===== src/rtl/txser_pkg.sv =====
package txser_pkg;
  typedef enum logic [1:0] {
    PH_IDLE  = 2'd0,
    PH_START = 2'd1,
    PH_DATA  = 2'd2,
    PH_STOP  = 2'd3
  } tx_phase_t;

  localparam logic LINE_MARK  = 1'b1;
  localparam logic LINE_SPACE = 1'b0;
endpackage


===== src/rtl/strobe_edge.sv =====
module strobe_edge (
  input  logic clk,
  input  logic rst,
  input  logic strobe_n,
  output logic rise
);
  logic stage1, stage2;

  // both stages rest at the inactive (high) level so reset cannot fake an edge
  always_ff @(posedge clk) begin
    if (rst) begin
      stage1 <= 1'b1;
      stage2 <= 1'b1;
    end else begin
      stage1 <= strobe_n;
      stage2 <= stage1;
    end
  end

  assign rise = stage1 & ~stage2;

  p_single_capture_r3: assert property (@(posedge clk) disable iff (rst)
    rise |=> !rise);
endmodule


===== src/rtl/bit_tick_gen.sv =====
module bit_tick_gen #(
  parameter int RATIO = 16
) (
  input  logic clk,
  input  logic rst,
  input  logic run,
  input  logic restart,
  output logic tick
);
  localparam int CW = (RATIO > 1) ? $clog2(RATIO) : 1;
  localparam logic [CW-1:0] LAST = CW'(RATIO - 1);

  logic [CW-1:0] cnt;

  always_ff @(posedge clk) begin
    if (rst || restart) begin
      cnt <= '0;
    end else if (run) begin
      cnt <= (cnt == LAST) ? '0 : cnt + 1'b1;
    end else begin
      cnt <= '0;
    end
  end

  assign tick = run && (cnt == LAST);

  p_restart_aligns_r9: assert property (@(posedge clk) disable iff (rst)
    restart |=> !tick);
endmodule


===== src/rtl/tx_frame_shifter.sv =====
module tx_frame_shifter
  import txser_pkg::*;
#(
  parameter int DATA_BITS = 8
) (
  input  logic                 clk,
  input  logic                 rst,
  input  logic                 tick,
  input  logic                 load,
  input  logic [DATA_BITS-1:0] load_data,
  output logic                 txd,
  output logic                 busy,
  output logic                 frame_done
);
  localparam int CNT_W = $clog2(DATA_BITS + 1);
  localparam logic [CNT_W-1:0] LAST_BIT = CNT_W'(DATA_BITS);

  tx_phase_t             phase;
  logic [DATA_BITS-1:0]  shreg;
  logic [CNT_W-1:0]      bits_out;

  always_ff @(posedge clk) begin
    if (rst) begin
      phase    <= PH_IDLE;
      shreg    <= '0;
      bits_out <= '0;
      txd      <= LINE_MARK;
    end else if (load) begin
      phase    <= PH_START;
      shreg    <= load_data;
      bits_out <= '0;
      txd      <= LINE_SPACE;
    end else if (tick) begin
      unique case (phase)
        PH_START: begin
          phase    <= PH_DATA;
          txd      <= shreg[0];
          shreg    <= shreg >> 1;
          bits_out <= CNT_W'(1);
        end
        PH_DATA: begin
          if (bits_out == LAST_BIT) begin
            phase <= PH_STOP;
            txd   <= LINE_MARK;
          end else begin
            txd      <= shreg[0];
            shreg    <= shreg >> 1;
            bits_out <= bits_out + 1'b1;
          end
        end
        PH_STOP: begin
          phase    <= PH_IDLE;
          bits_out <= '0;
          txd      <= LINE_MARK;
        end
        default: phase <= PH_IDLE;
      endcase
    end
  end

  assign busy       = (phase != PH_IDLE);
  assign frame_done = tick && (phase == PH_STOP);

  p_stop_level_r5: assert property (@(posedge clk) disable iff (rst)
    frame_done |-> txd);
  p_bitcount_bound_r5: assert property (@(posedge clk) disable iff (rst)
    bits_out <= LAST_BIT);
endmodule


===== src/rtl/serial_byte_tx.sv =====
module serial_byte_tx #(
  parameter int DATA_BITS  = 8,
  parameter int OVERSAMPLE = 16
) (
  input  logic                 clk_os_i,
  input  logic                 rst_i,
  input  logic                 wr_n_i,
  input  logic [DATA_BITS-1:0] din_i,
  output logic                 empty_o,
  output logic                 txd_o
);
  logic                 capture;
  logic                 tick;
  logic                 busy;
  logic                 frame_done;
  logic                 xfer;
  logic                 hold_full;
  logic [DATA_BITS-1:0] hold_reg;

  strobe_edge u_sync (
    .clk      (clk_os_i),
    .rst      (rst_i),
    .strobe_n (wr_n_i),
    .rise     (capture)
  );

  // move the waiting byte whenever the line is free or a stop bit just ended
  assign xfer = hold_full && (!busy || frame_done);

  always_ff @(posedge clk_os_i) begin
    if (rst_i) begin
      hold_reg  <= '0;
      hold_full <= 1'b0;
    end else if (capture) begin
      hold_reg  <= din_i;
      hold_full <= 1'b1;
    end else if (xfer) begin
      hold_full <= 1'b0;
    end
  end

  bit_tick_gen #(.RATIO(OVERSAMPLE)) u_div (
    .clk     (clk_os_i),
    .rst     (rst_i),
    .run     (busy),
    .restart (xfer),
    .tick    (tick)
  );

  tx_frame_shifter #(.DATA_BITS(DATA_BITS)) u_shift (
    .clk        (clk_os_i),
    .rst        (rst_i),
    .tick       (tick),
    .load       (xfer),
    .load_data  (hold_reg),
    .txd        (txd_o),
    .busy       (busy),
    .frame_done (frame_done)
  );

  assign empty_o = ~hold_full;

  p_idle_line_high_r7: assert property (@(posedge clk_os_i) disable iff (rst_i)
    !busy |-> txd_o);
  p_start_follows_move_r5: assert property (@(posedge clk_os_i) disable iff (rst_i)
    xfer |=> (!txd_o && busy));
  p_empty_after_move_r4: assert property (@(posedge clk_os_i) disable iff (rst_i)
    (xfer && !capture) |=> empty_o);
  p_capture_fills_r2: assert property (@(posedge clk_os_i) disable iff (rst_i)
    capture |=> !empty_o);
endmodule


===== config.mk =====
export PLATFORM = sky130hd
export DESIGN_NAME = serial_byte_tx
export DESIGN_NICKNAME = d
export VERILOG_FILES = /design/src/rtl/txser_pkg.sv /design/src/rtl/strobe_edge.sv /design/src/rtl/bit_tick_gen.sv /design/src/rtl/tx_frame_shifter.sv /design/src/rtl/serial_byte_tx.sv
export SDC_FILE = /design/constraint.sdc
export NUM_CORES = 1
export LEC_CHECK = 0
export BUFFER_PORTS_ARGS = -buffer_cell sky130_fd_sc_hd__buf_2
export CORE_MARGIN = 2
export CORE_UTILIZATION = 30
export CTS_CLUSTER_SIZE = 28
export DETAILED_ROUTE_END_ITERATION = 10
export PLACE_DENSITY = 0.51
export SLEW_MARGIN = 20
export SYNTH_ARGS = -nofsm -noshare
export SYNTH_HDL_FRONTEND = slang
export SYNTH_SLANG_ARGS = --single-unit

===== constraint.sdc =====
create_clock -name clk_os_i -period 1.63 [get_ports clk_os_i]
set_input_delay 0.163 -clock clk_os_i [delete_from_list [all_inputs] [get_ports clk_os_i]]
set_output_delay 0.163 -clock clk_os_i [all_outputs]
set_load 0.01 [all_outputs]

Yosys cells after proc, flatten, opt, wreduce, memory -nomap -nowiden
Index checks and enable logic that the tools add are counted.
{ "word_totals": {"word_cells": 60, "rom_bits": 0, "output_inout_bits": 2, "regBits": 30, "latchBits": 0, "ramBits": 0, "inputBits": 11, "mem_count": 0} }
{ "op_classes": {"bitwise_logic": 4, "eq_ne": 9, "shifts": 0, "div_mod_pow": 0, "n_lt_le_gt_ge": 0, "multipliers": 0, "n_addsub": 2, "reduce_logical": 19, "muxes": 16} }
{ "op_table": {"columns": ["operator", "count"], "rows": [
  ["$mux 8", 3],
  ["$pmux 8 s2", 1],
  ["$pmux 4 s3", 1],
  ["$add 4x1->4 const B", 2],
  ["$eq 4x4->1 const B", 2],
  ["$mux 1", 7],
  ["$reduce_and 2->1", 3],
  ["$reduce_and 3->1", 2],
  ["$reduce_bool 2->1", 3],
  ["$reduce_bool 3->1", 2],
  ["$eq 2x2->1 const B", 2],
  ["$mux 4", 1],
  ["$pmux 2 s2", 1],
  ["$reduce_bool 4->1", 1],
  ["$logic_and 1x1->1", 3],
  ["$ne 3x2->1 const B", 1],
  ["$ne 3x3->1 const B", 1],
  ["$not 1->1", 3],
  ["$pmux 1 s3", 1],
  ["$reduce_or 3->1", 1],
  ["$eq 2x1->1 const B", 1],
  ["$logic_or 1x1->1", 2],
  ["$mux 2", 1],
  ["$ne 2x1->1 const B", 1],
  ["other kinds (4)", 4]
]} }

Logic depth before layout (Yosys ltp)
{ "depth": {"ltp_word": 7, "mapped_depth": 8, "depth_no_buf": 6} }

Cells and area by module
Synthesis repeated with hierarchy kept, for this count alone.
{ "unflattened": {"cells_unflattened": 161, "hier_area_um2": 1466.4} }
{ "by_module_without_submodules": {"columns": ["module", "seq_area_each_um2", "cells_per_inst", "area_each_um2", "n_inst"], "rows": [
  ["tx_frame_shifter", 300.3, 107, 912.1, 1],
  ["serial_byte_tx", 180.2, 33, 335.3, 1],
  ["bit_tick_gen", 80.1, 16, 160.2, 1],
  ["strobe_edge", 40.0, 5, 58.8, 1]
]} }

Worst setup path before layout
No wires, ideal clock.
{ "synth_path": {"path_kind": "register -> register", "from": "reg u_shift.phase[0]", "to": "reg u_shift.shreg[5]", "arrival_ns": 1.697, "path_stages_with_launch": 8, "n_path_buf": 1, "required_ns": 1.527, "setup_time_ns": 0.103, "path_slack_ns": -0.170, "synth_period_minus_slack_ns": 1.800, "cell_sequence": "dfxtp_1 > inv_1 > ha_1 > and4b_4 > nor4b_4 > buf_6 > nor3_1 > a2111oi_2"} }
{ "synth_between": {"elab_chain_cells": 7, "elab_cells_between_ends": 16, "classes_between": "eq/ne (4); mux (3); reduce/logical (9)"} }
{ "synth_lines": {"columns": ["item", "line", "text"], "rows": [
  ["from (decl)", "tx_frame_shifter.sv:18", "tx_phase_t phase;"],
  ["from (signal assigned)", "tx_frame_shifter.sv:24", "phase <= PH_IDLE;"],
  ["from (signal assigned)", "tx_frame_shifter.sv:29", "phase <= PH_START;"],
  ["from (signal assigned)", "tx_frame_shifter.sv:36", "phase <= PH_DATA;"],
  ["$reduce_bool 2->1", "tx_frame_shifter.sv:61", "assign busy = (phase != PH_IDLE);"],
  ["$logic_and 1x1->1", "bit_tick_gen.sv:25", "assign tick = run && (cnt == LAST);"],
  ["$logic_and 1x1->1", "tx_frame_shifter.sv:62", "assign frame_done = tick && (phase == PH_STOP);"],
  ["$logic_or 1x1->1", "serial_byte_tx.sv:28", "assign xfer = hold_full && (!busy || frame_done);"],
  ["$logic_and 1x1->1", "serial_byte_tx.sv:28", null],
  ["$ne 3x3->1 (no line), or another cell as far along", null, null],
  ["$reduce_and 3->1 (no line)", null, null],
  ["to (signal assigned)", "tx_frame_shifter.sv:30", "shreg <= load_data;"],
  ["to (signal assigned)", "tx_frame_shifter.sv:38", "shreg <= shreg >> 1;"],
  ["to (signal assigned)", "tx_frame_shifter.sv:47", "shreg <= shreg >> 1;"],
  ["to (decl)", "tx_frame_shifter.sv:19", "logic [DATA_BITS-1:0] shreg;"]
]} }
Several ways; a longest one is shown, not always the timed one. The select of a mux whose other input is x is not followed.
A chain may end at the register's enable or synchronous reset.

Worst setup path after layout
Same ends and word-level chain as after synthesis.

==> run summary <==
Worst hold path class -> in2reg
Fin. Hold Viols -> 0
Critical Path AT -> 1.93 ns
Most used cell, CP -> buf_6
Slew Viols, Final -> 0
Gpl congestion -> 0.766
CTS tree -> yes
Nets@finish -> 222
Crit Path Max Fanout -> 6
Leak -> 0.000755 uW
Max Clk Rate -> 572 MHz
Total Power -> 1490 uW
First-pass GRT wire length -> 5600 um
Distinct cells, synth -> 43
Synthesized cell area -> 1430 um2
Internal cell power -> 1130 uW
RSZ-0062 raised after global routing -> yes
Inserted Clock Buffers -> 5
Psw -> 358 uW
Sequential area share after synthesis -> 0.419
Fin crit share -> 1.07
Share of power burned in registers -> 0.509
Syn_nets -> 184
TNS Setup -> -0.701 ns
Fraction of layout cells with a size suffix above 1 -> 0.417
Failing checks -> negative setup slack
Clk_skew -> 0.00738 ns
IO buf count -> 12
Synth area leaders -> dfxtp_1, ha_1, nor2_1
Setup violations, final -> 8
Clk_lat worst skew -> 0.28 ns
Worst-case vdd ir drop -> 0.427 mV
Iter 0 DRT Violations -> 36
Antenna Violating Nets Remaining -> 0
Die Span Y -> 73.1 um
Core area -> 4660 um2
Avg Synthesized Cell Area -> 8.69 um2
Post-DP HPWL -> 2310 um
Diodes inserted -> 0
PD cells -> 736 nW/um2
Rows -> 25
Critical path's top delay family -> simple AND/OR/NAND/NOR gates
Clk network pwr share -> 0.426
Starting Density -> 0.308
Most common cell in the synthesized netlist -> dfxtp_1
Net Sw Frac -> 0.240
Clock sink count -> 30
Drt via density -> 4.92
Leading area contributor after synthesis -> dfxtp_1
H-tree depth -> 2
Area Growth Syn to Fin -> 41.0%
Worst Slack Setup Final -> -0.118 ns
Status -> finished, violations left
Most used DFF post-synth -> dfxtp_1
Worst Path Required -> 1.81 ns
WS Path Type -> reg2reg
Initial antenna violation count -> 0
Number of synthesized flops with an enable pin -> 0
Clock Root Buffer -> clkbuf_8
Worst-Margin Slew -> 0.502 ns
Max transition margin -> 0.665
Final min period -> 1.75 ns
Filler cell count in the final layout -> 446
Post-synth top cells -> dfxtp_1, nor2_1, nand2_1
Seq cells post-synth -> 30
Max incr delay on CP -> 0.37 ns
CTS Buffer Depth -> 2
Post-synth ARST share -> 0
Routed WL -> 3370 um
Cell Count, Final, Fillers Out -> 258
Global route overflow -> 0
Setup slack at placement -> -0.125 ns
Synth Instances -> 165
Routed vias -> 1270
Share of power burned in combinational logic -> 0.065
Wire per inst -> 13.1 um
Largest net degree at the start of global routing -> 23
Yosys top cell area share -> 0.419
Top Ports -> 13
DIE WIDTH -> 73.1 um
Slowest cell on crit path -> dfxtp_4
Reg clk slew, reported paths -> 0.07 ns
Die Footprint -> 5350 um2
Total GRT Usage -> 0.137
Max-Cap Viols -> 0
Vias in the first global route -> 1290
Cell Chain, Critical Path -> inv_4 > ha_4 > and4b_4 > nor4b_4 > buf_6 > buf_6 > nor3_2 > a2111oi_2
DRT Pass-1 Iters -> 4
CP Capture Type -> flop
DRC -> 0
CP Launch Type -> flop
Synth Warn # -> 0
Buf+Inv Stages, Crit Path -> 3
Placed cell count -> 244
[cells in the final DEF (no fill, tap or decap), drive strengths merged]
| cell type | netlist | routed |
|---|---|---|
| buf | 3 | 39 |
| dfxtp | 30 | 30 |
| nor2 | 25 | 25 |
| nand2 | 19 | 19 |
| a21oi | 13 | 13 |
| inv | 8 | 9 |
| nor3 | 8 | 8 |
| ha | 8 | 8 |
| a2111oi | 7 | 7 |
| clkbuf | 5 | 6 |
| o21ai | 6 | 6 |
| nor4b | 3 | 3 |
| or2 | 2 | 2 |
| nand3 | 2 | 2 |
| mux2i | 2 | 2 |
| nand4 | 2 | 2 |
| or3 | 2 | 2 |
| and4b | 2 | 2 |
| nor2b | 1 | 1 |
| nand2b | 1 | 1 |
| and3 | 1 | 1 |
| xnor2 | 1 | 1 |
| xor2 | 1 | 1 |
| a41oi | 1 | 1 |
| nand4b | 1 | 1 |
| a21o | 1 | 1 |
| nor4 | 1 | 1 |
| a31o | 1 | 1 |
| nand3b | 1 | 1 |
| a211oi | 1 | 1 |
| a211o | 1 | 1 |
| o31ai | 1 | 1 |
| and2b | 1 | 1 |
| a31oi | 1 | 1 |
| a2bb2oi | 1 | 1 |
| and2 | 1 | 1 |
| clkinv | 0 | 1 |
[per-layer routing]
| metal | GRT usage | up-vias | wire [um] |
|---|---|---|---|
| li1 | - | 649 | - |
| met1 | 0.181 | 600 | 1650 |
| met2 | 0.204 | 17 | 1610 |
| met3 | 0.0290 | 4 | 69 |
| met4 | 0.0823 | 0 | 47 |
| met5 | 0 | - | 0 |
[layout make-up]
class	count	area (um2)	share of cell area
well taps	54	67.6	0.0334
clock buffers	6	82.6	0.0408
clock inverters	2	11.3	0.00557
repair buffers	39	290	0.144
inverters	8	32.5	0.0161
multi-input cells	119	927	0.459
flip-flops and latches	30	611	0.302
[logic make-up (layout without fill, tap and decap cells)]
kind of cell,after synthesis,count (layout),share of synthesized area
compound gates,34,34,0.168
xor+xnor,2,2,0.0122
fa+ha+maj,8,8,0.0698
buf+inv,16,55,0.0489
flops,30,30,0.419
mux,2,2,0.0140
simple gates,73,73,0.268
[power groups by stage]
stage                     clock, uW  sequential, uW  combinational, uW
after global routing            680             759                107
after floorplan                   0             772               51.4
after detailed placement          0             774               82.1
after CTS                       650             758               85.7
final                           635             757               96.6
after global placement            0             773               80.7
[final timing paths]
path,start,endpoint,slack (ns),depth (start not counted)
max,u_shift.phase[0]$_SDFFE_PP0P_,u_shift.shreg[5]$_SDFFE_PP0P_,-0.12,8
min,wr_n_i,u_sync.stage1$_SDFF_PP1_,0.06,2
max reg2reg,u_shift.phase[0]$_SDFFE_PP0P_,u_shift.shreg[5]$_SDFFE_PP0P_,-0.12,8
min reg2reg,hold_reg[4]$_SDFFE_PP0P_,hold_reg[4]$_SDFFE_PP0P_,0.46,2
[metrics by stage]
step                      utilization  cell area, um2  hold WS, ns
final                           0.434            2020       0.0632
after global routing            0.434            2020       0.0591
after CTS                       0.416            1940       0.0599
after detailed placement        0.379            1760        0.358
after global placement          0.379            1760        0.352
after floorplan                     -            1520        0.267
[what timing repair did]
action                                  CTS  global route
resized for setup                        11            19
endpoints found under the setup margin   15            15
cloned                                    1             0
pin swaps                                 0             6
buffers inserted                          4             2
hold buffers                              0             0
[worst reg2reg max path, cell delays in order (launching register included)]
cell       delay (ns)
dfxtp_4          0.37
inv_4            0.05
ha_4             0.15
and4b_4          0.21
nor4b_4          0.33
buf_6            0.18
buf_6            0.12
nor3_2           0.04
a2111oi_2        0.21
Power figures use the tool's default switching activity.
